File: config.mk
export PLATFORM = sky130hd
export DESIGN_NAME = burst_clk_gen
export DESIGN_NICKNAME = d
export VERILOG_FILES = /design/src/rtl/burst_clk_pkg.sv /design/src/rtl/burst_regdec.sv /design/src/rtl/burst_engine.sv /design/src/rtl/burst_done_flag.sv /design/src/rtl/burst_clk_gen.sv
export SDC_FILE = /design/constraint.sdc
export NUM_CORES = 1
export LEC_CHECK = 0
export ABC_AREA = 1
export BUFFER_PORTS_ARGS = -buffer_cell sky130_fd_sc_hd__clkbuf_2
export CORE_MARGIN = 1
export CORE_UTILIZATION = 40
export DETAILED_ROUTE_END_ITERATION = 8
export PLACE_DENSITY_LB_ADDON = 0.3
export SYNTH_ARGS = -nofsm -noshare
export SYNTH_HDL_FRONTEND = slang
export SYNTH_SLANG_ARGS = --single-unit
File: constraint.sdc
create_clock -name clk -period 1.81 [get_ports clk]
set_input_delay 0.181 -clock clk [delete_from_list [all_inputs] [get_ports clk]]
set_output_delay 0.181 -clock clk [all_outputs]
set_load 0.03 [all_outputs]
File: src/rtl/burst_clk_pkg.sv
package burst_clk_pkg;
  localparam int unsigned OFS_COUNT  = 32'h8;
  localparam int unsigned OFS_STATUS = 32'hC;

  typedef enum logic [1:0] {
    SEL_NONE   = 2'd0,
    SEL_COUNT  = 2'd1,
    SEL_STATUS = 2'd2
  } reg_sel_e;
endpackage

File: src/rtl/burst_regdec.sv
module burst_regdec
  import burst_clk_pkg::*;
#(
  parameter int ADDR_W = 12,
  parameter int DATA_W = 32,
  parameter int CNT_W  = 32
) (
  input  logic              reg_wr,
  input  logic [ADDR_W-1:0] reg_addr,
  input  logic [DATA_W-1:0] reg_wdata,
  input  logic [CNT_W-1:0]  remaining,
  input  logic              done,
  output logic              cnt_wr,
  output logic              clr_wr,
  output logic [DATA_W-1:0] reg_rdata
);
  localparam logic [ADDR_W-1:0] A_COUNT  = ADDR_W'(OFS_COUNT);
  localparam logic [ADDR_W-1:0] A_STATUS = ADDR_W'(OFS_STATUS);

  reg_sel_e sel;

  always_comb begin
    sel = SEL_NONE;
    if (reg_addr == A_COUNT)       sel = SEL_COUNT;
    else if (reg_addr == A_STATUS) sel = SEL_STATUS;
  end

  assign cnt_wr = reg_wr && (sel == SEL_COUNT);
  assign clr_wr = reg_wr && (sel == SEL_STATUS) && reg_wdata[0];

  generate
    if (CNT_W < DATA_W) begin : g_pad
      always_comb begin
        reg_rdata = '0;
        case (sel)
          SEL_COUNT:  reg_rdata = {{(DATA_W-CNT_W){1'b0}}, remaining};
          SEL_STATUS: reg_rdata = {{(DATA_W-1){1'b0}}, done};
          default:    reg_rdata = '0;
        endcase
      end
    end else begin : g_full
      always_comb begin
        reg_rdata = '0;
        case (sel)
          SEL_COUNT:  reg_rdata = remaining[DATA_W-1:0];
          SEL_STATUS: reg_rdata = {{(DATA_W-1){1'b0}}, done};
          default:    reg_rdata = '0;
        endcase
      end
    end
  endgenerate
endmodule

File: src/rtl/burst_engine.sv
module burst_engine #(
  parameter int CNT_W = 32
) (
  input  logic             clk,
  input  logic             rst_n,
  input  logic             load,
  input  logic [CNT_W-1:0] load_val,
  output logic [CNT_W-1:0] remaining,
  output logic             busy,
  output logic             pulse_en,
  output logic             finish
);
  localparam logic [CNT_W-1:0] ONE = CNT_W'(1);

  logic phase;

  always_ff @(posedge clk or negedge rst_n) begin
    if (!rst_n) begin
      remaining <= '0;
      busy      <= 1'b0;
      phase     <= 1'b0;
    end else if (!busy) begin
      if (load) begin
        remaining <= load_val;
        busy      <= (load_val != '0);
        phase     <= 1'b0;
      end
    end else if (!phase) begin
      remaining <= remaining - ONE;
      phase     <= 1'b1;
      if (remaining == ONE) busy <= 1'b0;
    end else begin
      phase <= 1'b0;
    end
  end

  assign pulse_en = busy && !phase;
  assign finish   = (!busy && load && (load_val == '0)) ||
                    (busy && !phase && (remaining == ONE));
endmodule

File: src/rtl/burst_done_flag.sv
module burst_done_flag (
  input  logic clk,
  input  logic rst_n,
  input  logic set_evt,
  input  logic clr_evt,
  output logic done
);
  always_ff @(posedge clk or negedge rst_n) begin
    if (!rst_n)       done <= 1'b0;
    else if (set_evt) done <= 1'b1;
    else if (clr_evt) done <= 1'b0;
  end
endmodule

File: src/rtl/burst_clk_gen.sv
module burst_clk_gen #(
  parameter int ADDR_W = 12,
  parameter int DATA_W = 32,
  parameter int CNT_W  = 32
) (
  input  logic              clk,
  input  logic              rst_n,
  input  logic              reg_wr,
  input  logic [ADDR_W-1:0] reg_addr,
  input  logic [DATA_W-1:0] reg_wdata,
  output logic [DATA_W-1:0] reg_rdata,
  output logic              pulse_en
);
  logic             cnt_wr;
  logic             clr_wr;
  logic [CNT_W-1:0] remaining;
  logic             busy;
  logic             finish;
  logic             done;

  burst_regdec #(.ADDR_W(ADDR_W), .DATA_W(DATA_W), .CNT_W(CNT_W)) u_dec (
    .reg_wr    (reg_wr),
    .reg_addr  (reg_addr),
    .reg_wdata (reg_wdata),
    .remaining (remaining),
    .done      (done),
    .cnt_wr    (cnt_wr),
    .clr_wr    (clr_wr),
    .reg_rdata (reg_rdata)
  );

  burst_engine #(.CNT_W(CNT_W)) u_eng (
    .clk       (clk),
    .rst_n     (rst_n),
    .load      (cnt_wr),
    .load_val  (reg_wdata[CNT_W-1:0]),
    .remaining (remaining),
    .busy      (busy),
    .pulse_en  (pulse_en),
    .finish    (finish)
  );

  burst_done_flag u_flag (
    .clk     (clk),
    .rst_n   (rst_n),
    .set_evt (finish),
    .clr_evt (clr_wr),
    .done    (done)
  );
endmodule

## Word-level counts from Yosys, hierarchy flattened

Index checks and enable logic that the tools add are counted.

- Logic and storage cells: 41
- Bits in registers: 35

- $add $sub $neg: 1
- Mux-type cells: 15
- Reductions and logical operators: 15
- Equality and inequality tests: 6

Operators by type and width:

| operator | count |
|---|---|
| $mux W32 | 3 |
| $pmux W32 S2 | 1 |
| $eq A32 B1 Y1 const B | 1 |
| $logic_not A32 Y1 | 1 |
| $reduce_bool A32 Y1 | 1 |
| $sub A32 B1 Y32 const B | 1 |
| $eq A12 B4 Y1 const B | 2 |
| $mux W1 | 9 |
| $logic_and A1 B1 Y1 | 7 |
| $mux W2 | 2 |
| $reduce_bool A2 Y1 | 2 |
| $eq A2 B1 Y1 const B | 1 |
| $eq A2 B2 Y1 const B | 1 |
| $logic_not A1 Y1 | 2 |
| $ne A2 B2 Y1 const B | 1 |
| $reduce_and A2 Y1 | 1 |
| $logic_or A1 B1 Y1 | 1 |

## Depth between registers and ports, before layout

Gate-level depths: netlist of the first run.

- Depth in word-level cells: 9
- Gate-level depth with buffers: 11
- Gate-level depth less buffers: 11

## Hierarchy

From an unflattened synthesis of the first run, not the netlist that was laid out.

- Cells, all modules: 539
- Area, all modules: 3,166.8 µm²

Modules (own cells, without submodules):

| module | area each (µm²) | times used | cells each |
|---|---|---|---|
| burst_engine | 2,736.4 | 1 | 448 |
| burst_regdec | 390.4 | 1 | 86 |
| burst_done_flag | 40.0 | 1 | 5 |

## Worst setup path before layout of the first run

OpenSTA, ideal clock, no wires.

- Path kind: reg2reg
- From: reg u_eng.remaining[0]
- To: reg u_eng.remaining[26]
- Setup time: 0.117 ns
- Data required time: 1.693 ns
- Cell stages (with the launch flop): 10
- Buffers on the path: 0
- Arrival: 1.331 ns
- Slack: 0.362 ns
- Cells stage by stage: dfrtp_1 -> inv_1 -> ha_1 -> nand2_4 -> nor2_4 -> nand2_2 -> o21ai_1 -> nand3_1 -> nand2_1 -> nand2_1

- Word-level cells in the longest chain between the ends: 3

Ends and longest elaborated chain:

| element | RTL line | RTL |
|---|---|---|
| start, declared | burst_engine.sv:8 | `output logic [CNT_W-1:0] remaining,` |
| start signal, assigned | burst_engine.sv:24 | `remaining <= load_val;` |
| start signal, assigned | burst_engine.sv:29 | `remaining <= remaining - ONE;` |
| $sub A32 B1 Y32 | burst_engine.sv:29 |  |
| $mux W32 | burst_engine.sv:28 | `end else if (!phase) begin` |
| $mux W32 | burst_engine.sv:22 | `end else if (!busy) begin` |

Every way passes these cells. The select of a mux whose other input is x is not followed.
A chain may end at the register's enable or synchronous reset.

## Final worst setup path of the first run

- From: reg u_eng.busy
- To: reg u_eng.remaining[26]

- Word-level cells in the longest chain between the ends: 2
- Elaborated cells between the ends (all ways): 4
- Those cells by class: eq/ne: 1; mux: 1; reduce/logical: 2

Ends and longest elaborated chain:

| element | RTL line | RTL |
|---|---|---|
| start, declared | burst_engine.sv:9 | `output logic busy,` |
| start signal, assigned | burst_engine.sv:25 | `busy <= (load_val != '0);` |
| $ne A2 B2 Y1 (no line) / $reduce_bool A2 Y1 (equally long branches) | -- |  |
| $reduce_and A2 Y1 (no line) | -- |  |

Several ways; a longest one is shown, not always the timed one.

==> reports/metrics.csv, run 1 <==
stage,metric,value,unit
run_status,outcome,"finished, final reports clean",
clocking,clock-sinks,35,
power,p_clk_share,46.4,%
sta,skew,4.105,ps
sta,setup-tns-final,0,ps
global_routing,gr-usage-all-layers,25.04,%
route,totalWireLength,9450,um
sta,fin_crit_sh,92.21,%
layout,fill_cells,794,
sta,hold_viol_final,0,
setup_path,crit_required,2050,ps
synthesis,synth_ff_type,dfrtp_1,
synthesis,synthAdderAreaFrac,0.8157,%
route,drt-initial-drc-count,280,
layout,nets,646,
setup_path,crit_type,reg2reg,
global_routing,grt_pass1_wl,15040,um
place,gp_congestion,0.9785,
global_routing,antenna_found_initial,0,
power,swShare,22.80,%
run,drv_cap,0,
setup_path,r2r-start,u_eng.busy,
setup_path,ff2ff_path_depth,7,
synthesis,ys_seq_area_share,28.55,%
synthesis,syn_nets,566,
synthesis,ys_ff_latch,35,
setup_path,cp_num_buf_inv,3,
synthesis,ys_top_cells_by_count,"141 x nand2_1, 106 x nor2_1, 58 x inv_1",
floorplanning,die-area,0.008024,sq mm
route,antenna_left,0,
sta,slew_violations,0,
setup_path,r2r-end,u_eng.remaining[26],
layout,layoutNonFillerInstCount,697,
route,vias_per_cell,5.057,
synthesis,synth_most_common_cell,nand2_1,
sta,period_minus_slack,1669,ps
synthesis,yosysWarnings,0,
route,wl_met1,4286,um
clocking,h-tree-depth,2,
power,p_per_area,445.2,mW/mm^2
power,switchingPower,0.0003763,W
setup_path,arrival,1900,ps
setup_path,end_kind,flop,
global_routing,grt_start_max_net_pins,43,
floorplanning,rows,31,
synthesis,synth-edff-count,0,
layout,syn_to_final_growth,20.84,%
layout,drive_above_1_share,22.91,%
clocking,cts.path.max_buffers,2,
setup_path,cpLargestDelayFamily,buffers and inverters,
worst_hold_path,min_from,reg_wdata[11],
setup_path,crit_path_start_kind,flop,
place,port_buffers,79,
worst_hold_path,hold_class,in2reg,
floorplanning,initial_core_util,41.85,%
synthesis,synth_compound_area_share,9.910,%
floorplanning,die_x,89.58,um
place,placed_area,0.003577,sq mm
clocking,insertion_delay,300,ps
place,dp_cells,688,
floorplanning,pin_count,80,
layout,diodes,0,
synthesis,async_flop_share,100.0,%
clocking,cts_buffers,5,
sta,relSlewSlack,68.13,%
sta,setup_viol,0,
route,dr.pass1.iters,5,
route,avgRoutedWirePerCell,13.56,um
clocking,cts_tree,done,
power,p_int,0.001274,W
clocking,clk_pin_slew,80,ps
global_routing,grt-ovfl-total,0,
sta,worst_pin_slew,478.1,ps
synthesis,synth_top_family_by_area,simple AND/OR/NAND/NOR gates,
synthesis,yosysTopAreaCell,dfrtp_1,
setup_path,crit_chain,"inv_4, nor2_8, inv_4, nand2_2, inv_2, nand2_1, nand2_1",
power,seqPwrFrac,47.3,%
route,vias,3525,
power,ir_drop,0.2716,mV
synthesis,synth_xor_area_share,0.2855,%
worst_hold_path,holdPathEnd,u_eng.remaining[11],
route,drc,0,
route,met3WireLength,649,um
clocking,root_buffer,clkbuf_8,
sta,grt_setup_unrepaired,false,
power,p_comb_share,6.3,%
synthesis,yosysTopAreaCellShare,28.55,%
synthesis,yosysUniqueCellTypes,30,
worst_hold_path,hold_depth,3,
synthesis,synth-simple-area-share,49.92,%
layout,fin_util,50.57,%
synthesis,synth_area,0.003068,sq mm
global_routing,grt_pass1_vias,3109,
synthesis,yosys-top-cells-area,"dfrtp_1 29%, nand2_1 17%, nor2_1 13%, nand3_1 7.7%, inv_1 7.1%",
layout,final_area,0.003707,sq mm
synthesis,syn_area_per_cell,5.934,sq um
clocking,post-cts-setup-buffer-count,0,
route,routed-wl-met2,4359,um
synthesis,muxShareOfSynthArea,0,%
setup_path,slowest_stage,dfrtp_1,
floorplanning,fp.dieH,89.58,um
power,leakage,2.033,nW
place,place_hpwl,7497,um
setup_path,r2r_slack,140,ps
synthesis,synthCells,517,
sta,max_clock_freq,0.5992,GHz
floorplanning,core_area,0.007331,sq mm
route,routed.top_layer,met4,
setup_path,cp_max_fo,22,
setup_path,cpPeakStageDelay,410,ps
metrics by stage:
step	setup WS [ps]	total power, W	hold WS, ps
floorplan	362.0	0.0008190	-114.6
global placement	182.1	0.0008997	266.9
detailed placement	143.1	0.0009003	262.4
CTS	138.7	0.001655	171.6
global route	27.95	0.001695	176.6
finish	141.1	0.001650	174.9
logic make-up (layout without fill, tap and decap cells):
family	after synthesis	count (layout)
AO/OA/AOI/OAI	57	57
buffers and inverters	80	161
adder cells (fa/ha/maj)	2	2
XOR/XNOR	1	1
AND/OR/NAND/NOR	342	342
flip-flops	35	35
final cells by class:
type                            count  area (sq um)  share of cell area (%)
Sequential cell                    35         875.8                   23.62
Tap cell                           99         123.9                   3.341
Clock buffer                        6         82.58                   2.227
Inverter                           64         245.2                   6.615
Multi-Input combinational cell    402          1872                   50.49
Timing Repair Buffer               89         473.0                   12.76
Clock inverter                      2         35.03                  0.9450
routing by layer:
metal	vias to the layer above	track usage [%]
met4	0	6.926
met5	-	0
met3	12	4.388
met2	144	41.12
met1	1575	33.92
li1	1794	-
cell usage in the layout (no fill, tap or decap), types with 6 or more instances in the layout:
| cell | n |
|---|---|
| a21oi_1 | 7 |
| inv_1 | 58 |
| nor2_2 | 10 |
| o21ai_0 | 21 |
| o21ai_1 | 20 |
| clkbuf_8 | 6 |
| buf_4 | 9 |
| nand3_1 | 47 |
| nor2_4 | 9 |
| nand2_2 | 10 |
| dfrtp_1 | 35 |
| nor2_1 | 106 |
| nand4_1 | 12 |
| clkbuf_2 | 79 |
| nand2_1 | 141 |
power groups by stage:
stage | Combinational (W) | Sequential, W | Clock (W)
4_1_cts | 0.000105 | 0.000781 | 0.000768
3_3_place_gp | 0.000103 | 0.000797 | 0
3_5_place_dp | 0.000103 | 0.000797 | 0
6_report | 0.000103 | 0.000781 | 0.000766
2_1_floorplan | 0.0000219 | 0.000797 | 0
5_1_grt | 0.000117 | 0.000781 | 0.000797
timing repair:
item / CTS / global route
hold buffers: 1 / 0
resized for setup: 0 / 1
hold endpoints to repair: 35 / 0
endpoints found under the setup margin: 0 / 1
tightest hold or removal path: stages:
cell and delay (ps):
clkbuf_2 90, o211ai_1 100, nand2_1 60
state kept, by name (all words and copies together), names as in the netlist:
register	cells
u_eng.remaining	32
u_eng.phase	1
u_flag.done	1
u_eng.busy	1
worst max-delay path by stage:
| stage | start | to | slack, ps | depth (start not counted) |
|---|---|---|---|---|
| finish | u_eng.busy | u_eng.remaining[26] | 140 | 7 |
| global route | u_eng.remaining[0] | u_eng.remaining[26] | 30 | 9 |
| CTS | u_eng.remaining[0] | u_eng.remaining[30] | 140 | 9 |
| detailed placement | u_eng.remaining[0] | u_eng.remaining[30] | 140 | 9 |
| global placement | u_eng.remaining[0] | u_eng.remaining[30] | 180 | 9 |
| floorplan | u_eng.remaining[0] | u_eng.remaining[26] | 360 | 9 |
Power figures use the tool's default switching activity.
==> run 2, diff against run 1 <==
Settings changed: RECOVER_POWER from default to 100.
==> run 2 against run 1 <==
Die area stayed put. Critical path depth is the same. Combinational power is essentially flat. Largest cell class unchanged. Register-to-register slack lost 20 ps. First-iteration DRC count shrank 5.7%. Critical path type unchanged. Via count grew 0.91%. Setup slack lost 15 ps. Fmax fell by 0.92%. Clock skew grew 2.1 ps. Sequential power about the same.
==> reports/metrics.csv, run 2 (same netlist as run 1, synthesis figures left out) <==
stage,metric,value,unit,change
layout,layout_common_cells,"141 x nand2_1, 106 x nor2_1, 58 x inv_1",,
setup_path,cpPeakStageDelay,410,ps,about the same
sta,fin_crit_sh,93.06,%,+0.85 points
power,ir_drop,0.2672,mV,-1.6%
layout,syn_to_final_growth,19.33,%,
sta,hold_ws,170.0,ps,-4.910 ps
sta,hold_viol_final,0,,unchanged
clocking,cts_buffers,5,,unchanged
global_routing,grt_pass1_wl,15040,um,unchanged
global_routing,grt-ovfl-total,0,,unchanged
setup_path,arrival,1920,ps,+20 ps
setup_path,crit_type,reg2reg,,
route,avgRoutedWirePerCell,13.72,um,+1.2%
clocking,h-tree-depth,2,,unchanged
route,totalWireLength,9562,um,+1.2%
layout,largest_register_ffs,32,,unchanged
sta,period_minus_slack,1684,ps,+15.46 ps
layout,regMostFlops,u_eng.remaining,,
place,place_hpwl,7497,um,unchanged
floorplanning,pin_count,80,,unchanged
route,vias_per_cell,5.103,,+0.91%
layout,diodes,0,,unchanged
global_routing,grt_pass1_vias,3109,,unchanged
clocking,cts.path.max_buffers,2,,unchanged
route,drt-initial-drc-count,264,,-5.7%
sta,skew,6.227,ps,+2.122 ps
run_status,outcome,"finished, final reports clean",,
sta,worst_pin_slew,923.0,ps,+444.9 ps
power,p_per_area,450.0,mW/mm^2,+1.1%
global_routing,gr-usage-all-layers,25.04,%,unchanged
floorplanning,die_x,89.58,um,unchanged
layout,nets,646,,unchanged
floorplanning,core_area,0.007331,sq mm,unchanged
sta,max_clock_freq,0.5937,GHz,-0.92%
route,antenna_left,0,,unchanged
global_routing,antenna_found_initial,0,,unchanged
setup_path,crit_path_start_kind,flop,,
setup_path,crit_required,2050,ps,about the same
floorplanning,die-area,0.008024,sq mm,unchanged
global_routing,grt_start_max_net_pins,43,,unchanged
place,port_buffers,79,,unchanged
sta,relSlewSlack,38.47,%,-30 points
clocking,cts_tree,done,,
route,dr.pass1.iters,5,,unchanged
floorplanning,rows,31,,unchanged
setup_path,cp_max_fo,22,,unchanged
setup_path,slowest_stage,dfrtp_1,,
power,power,0.001648,W,-0.17%
layout,layout_commonest_cell,nand2_1,,
sta,setup-tns-final,0,ps,unchanged
setup_path,cp_num_buf_inv,3,,unchanged
layout,drive_above_1_share,17.39,%,-5.5 points
run,drv_cap,0,,unchanged
setup_path,r2r_slack,130,ps,-20 ps
clocking,clock-sinks,35,,unchanged
route,vias,3557,,+0.91%
place,gp_congestion,0.9785,,unchanged
sta,slew_violations,0,,unchanged
worst_hold_path,hold_class,in2reg,,
setup_path,cpLargestDelayFamily,buffers and inverters,,
clocking,insertion_delay,300,ps,about the same
route,drc,0,,unchanged
layout,fill_cells,818,,+3.0%
clocking,clk_pin_slew,80,ps,about the same
setup_path,crit_chain,"inv_4, nor2_8, inv_4, nand2_2, inv_2, nand2_1, nand2_1",,
sta,setup_viol,0,,unchanged
clocking,root_buffer,clkbuf_8,,
sta,grt_setup_unrepaired,false,,
floorplanning,initial_core_util,41.85,%,unchanged
power,leakage,1.918,nW,-5.7%
floorplanning,fp.dieH,89.58,um,unchanged
setup_path,end_kind,flop,,
run 2: layout make-up:
class,count,area [sq um],area share (%)
clock buffers,6,82.58,2.256
clock inverters,2,35.03,0.9569
inverters,64,245.2,6.699
multi-input cells,402,1872,51.13
flip-flops and latches,35,875.8,23.92
well taps,99,123.9,3.383
repair buffers,89,426.7,11.65
run 2: path summary, 6_finish.rpt:
kind                                startpoint                  end  depth (start not counted)
min reg2reg                u_eng.remaining[31]  u_eng.remaining[31]                          2
min in group asynchronous                rst_n   u_eng.remaining[6]                          3
max in group asynchronous                rst_n  u_eng.remaining[26]                          3
min                              reg_wdata[11]  u_eng.remaining[11]                          3
max                                 u_eng.busy  u_eng.remaining[26]                          7
max reg2reg                         u_eng.busy  u_eng.remaining[26]                          7
run 2: per-layer routing:
metal | GRT usage, % | part of all wire (%) | vias up
li1 | - | - | 1794
met1 | 33.92 | 45 | 1600
met2 | 41.12 | 46 | 147
met3 | 4.388 | 6.4 | 16
met4 | 6.926 | 1.8 | 0
met5 | 0 | 0 | -
run 2: tightest hold or removal path: stages:
cell,delay [ps]
clkbuf_2,90
o211ai_1,100
nand2_1,60
run 2: metrics by stage:
stage               instance area [sq um]  setup WS, ps  utilization (%)  instances
CTS                                  3705         138.7            50.54        697
detailed placement                   3577         143.1            48.80        688
global placement                     3577         182.1            48.80        688
finish                               3661         125.6            49.94        697
floorplan                            3068         362.0                -        517
global route                         3661         27.96            49.94        697
run 2: repair_timing:
item | in CTS | in global routing
hold endpoints to repair | 35 | 0
endpoints found under the setup margin | 0 | 1
setup buffers | 0 | 0
hold buffers | 1 | 0
gates resized for setup | 0 | 1
run 2: where the power goes:
| part | total [W] | switching (W) | internal [W] |
|---|---|---|---|
| sequential | 0.000781 | 0.0000000484 | 0.000781 |
| clock | 0.000764 | 0.000317 | 0.000446 |
| combinational | 0.000103 | 0.0000567 | 0.0000460 |
==> run 3, diff against run 2 <==
Settings changed: CTS_BUF_LIST from default to sky130_fd_sc_hd__clkbuf_8, SKIP_CTS_REPAIR_TIMING from default to 1, SYNTH_HIERARCHICAL from default to 1.
==> run 3 against run 2 <==
Global-route usage is 0.55 points lower. Count of clock-buffer cells in the layout grew 1. Routed wire length up 2.8%.
==> reports/metrics.csv, run 3 <==
stage,metric,value,unit,change
synthesis,yosys-top-cells-area,"dfrtp_1 28%, nand2_1 17%, nor2_1 13%, inv_1 10%, nand3_1 5.4%",,
layout,drive_above_1_share,17.68,%,+0.29 points
synthesis,synth-edff-count,0,,unchanged
route,avgRoutedWirePerCell,13.57,um,-1.1%
clocking,cts_buffers,5,,unchanged
sta,setup_viol,0,,unchanged
layout,fin_util,48.63,%,-1.3 points
clocking,cts_tree,done,,
clocking,insertion_delay,300,ps,about the same
setup_path,crit_required,1630,ps,-420 ps
sta,max_clock_freq,0.5905,GHz,-0.53%
layout,regMostFlops,u_eng/remaining,,
place,port_buffers,79,,unchanged
layout,layout_common_cells,"145 x nand2_1, 109 x nor2_1, 87 x inv_1",,
run_status,outcome,"finished, final reports clean",,
power,p_int,0.001412,W,+11%
layout,fill_cells,852,,+4.2%
setup_path,cpPeakStageDelay,410,ps,about the same
global_routing,grt_pass1_wl,16140,um,+7.3%
global_routing,grt_start_max_net_pins,43,,unchanged
layout,nets,670,,+3.7%
sta,fin_crit_sh,93.56,%,+0.50 points
sta,skew,7.260,ps,+1.033 ps
sta,worst_pin_slew,977.2,ps,+54.19 ps
global_routing,grt_pass1_vias,3438,,+11%
global_routing,gr-usage-all-layers,24.49,%,-0.55 points
setup_path,arrival,1510,ps,-410 ps
floorplanning,die_x,90.98,um,+1.6%
synthesis,synth_ff_type,dfrtp_1,,
setup_path,end_kind,primary output,,
floorplanning,initial_core_util,41.19,%,-0.66 points
floorplanning,rows,32,,+3.2%
synthesis,syn_area_per_cell,5.875,sq um,-0.99%
route,drt-initial-drc-count,262,,-0.76%
floorplanning,core_area,0.007687,sq mm,+4.9%
run,drv_cap,0,,unchanged
place,place_hpwl,7519,um,+0.30%
synthesis,yosysWarnings,6,,+6
route,dr.pass1.iters,5,,unchanged
route,drc,0,,unchanged
layout,final_area,0.003739,sq mm,+2.1%
setup_path,crit_type,reg2out,,
power,p_clk_share,29.8,%,-16 points
power,power,0.002192,W,+33%
synthesis,ys_top_cells_by_count,"143 x nand2_1, 110 x nor2_1, 85 x inv_1",,
setup_path,cp_max_fo,13,,-41%
synthesis,yosysUniqueCellTypes,31,,+3.3%
synthesis,ys_ff_latch,35,,unchanged
synthesis,syn_nets,588,,+3.9%
route,vias_per_cell,5.087,,-0.32%
power,switchingPower,0.0007807,W,+110%
layout,largest_register_ffs,32,,unchanged
route,antenna_left,0,,unchanged
setup_path,slowest_stage,dfrtp_1,,
layout,syn_to_final_growth,18.06,%,
sta,setup-tns-final,0,ps,unchanged
layout,layout_commonest_cell,nand2_1,,
layout,diodes,0,,unchanged
power,ir_drop,0.3988,mV,+49%
synthesis,async_flop_share,100.0,%,unchanged
floorplanning,fp.dieH,90.98,um,+1.6%
power,p_per_area,586.4,mW/mm^2,+30%
route,totalWireLength,9826,um,+2.8%
setup_path,crit_path_start_kind,flop,,
floorplanning,pin_count,80,,unchanged
power,seqPwrFrac,45.3,%,-2.1 points
route,vias,3683,,+3.5%
synthesis,synthCells,539,,+4.3%
synthesis,yosysTopAreaCellShare,27.66,%,-0.89 points
synthesis,yosysTopAreaCell,dfrtp_1,,
setup_path,crit_chain,"nand2_1, buf_2, inv_1, clkbuf_2",,
clocking,clk_pin_slew,70,ps,about the same
place,gp_congestion,0.9089,,-7.1%
setup_path,cp_num_buf_inv,3,,unchanged
place,placed_area,0.003670,sq mm,+2.6%
power,swShare,35.61,%,+13 points
sta,hold_ws,159.3,ps,-10.66 ps
sta,hold_viol_final,0,,unchanged
global_routing,grt-ovfl-total,0,,unchanged
clocking,root_buffer,clkbuf_8,,
synthesis,ys_seq_area_share,27.66,%,-0.89 points
global_routing,antenna_found_initial,0,,unchanged
sta,relSlewSlack,34.85,%,-3.6 points
setup_path,cpLargestDelayFamily,buffers and inverters,,
synthesis,synth_most_common_cell,nand2_1,,
power,leakage,1.979,nW,+3.2%
floorplanning,die-area,0.008276,sq mm,+3.2%
clocking,h-tree-depth,2,,unchanged
sta,period_minus_slack,1693,ps,+9.043 ps
clocking,clock-sinks,35,,unchanged
power,p_comb_share,24.9,%,+19 points
sta,slew_violations,0,,unchanged
clocking,cts.path.max_buffers,2,,unchanged
worst_hold_path,hold_class,in2reg,,
synthesis,synth_area,0.003167,sq mm,+3.2%
[run 3: changes by cell type after synthesis, moves of 4 or more]
cell	delta
inv_1	+27
nand3_1	-13
o21ai_0	+13
o21ai_1	-12
nor2_2	+7
nor2_1	+4
[run 3: stage by stage]
step | worst slack [ps] | std cells
2_1_floorplan | 376.5 | 539
3_3_place_gp | 96.14 | 715
3_5_place_dp | 73.48 | 715
4_1_cts | 104.2 | 723
5_1_grt | -0.1898 | 724
6_report | 116.6 | 724
[run 3: layout make-up]
class | count | area (sq um) | share of cell area, %
inverters | 87 | 326.6 | 8.735
clock buffers | 7 | 96.34 | 2.577
repair buffers | 89 | 436.7 | 11.68
well taps | 102 | 127.6 | 3.414
flip-flops and latches | 35 | 875.8 | 23.43
multi-input cells | 403 | 1872 | 50.07
clock inverters | 1 | 3.754 | 0.1004
[run 3: final timing paths]
check	startpoint	endpoint	slack [ps]	cells after the start
setup / recovery	u_eng/busy	pulse_en	120	4
setup reg to reg	u_eng/remaining[0]	u_eng/remaining[30]	140	9
hold reg to reg	u_flag/done	u_flag/done	480	2
min in group asynchronous	rst_n	u_eng/remaining[7]	660	3
max in group asynchronous	rst_n	u_eng/remaining[25]	560	3
hold / removal	reg_wdata[10]	u_eng/remaining[10]	160	3
[run 3: kinds of logic after synthesis]
family / Yosys count / synth area share (%)
simple gates: 340 / 47.73
buf+inv: 101 / 13.08
compound gates: 57 / 9.641
flops: 35 / 27.66
xor+xnor: 4 / 1.106
fa+ha+maj: 2 / 0.7901
[run 3: tightest hold or removal path: cells and delay by family]
kind | cells | cell delay, ps
buffers and inverters | 1 | 100
AO/OA/AOI/OAI | 1 | 90
AND/OR/NAND/NOR | 1 | 60
[run 3: power groups by stage]
stage / Clock (W) / Combinational, W / Sequential [W]
3_3_place_gp: 0 / 0.000538 / 0.00101
6_report: 0.000653 / 0.000546 / 0.000993
2_1_floorplan: 0 / 0.000372 / 0.000972
5_1_grt: 0.000691 / 0.000611 / 0.00101
4_1_cts: 0.000672 / 0.000553 / 0.000991
3_5_place_dp: 0 / 0.000549 / 0.00101
[run 3: routing by layer]
metal | wire (um) | track usage (%)
met1 | 4388 | 31.52
met2 | 4717 | 42.30
met3 | 567 | 3.518
met4 | 153 | 7.540
met5 | 0 | 0
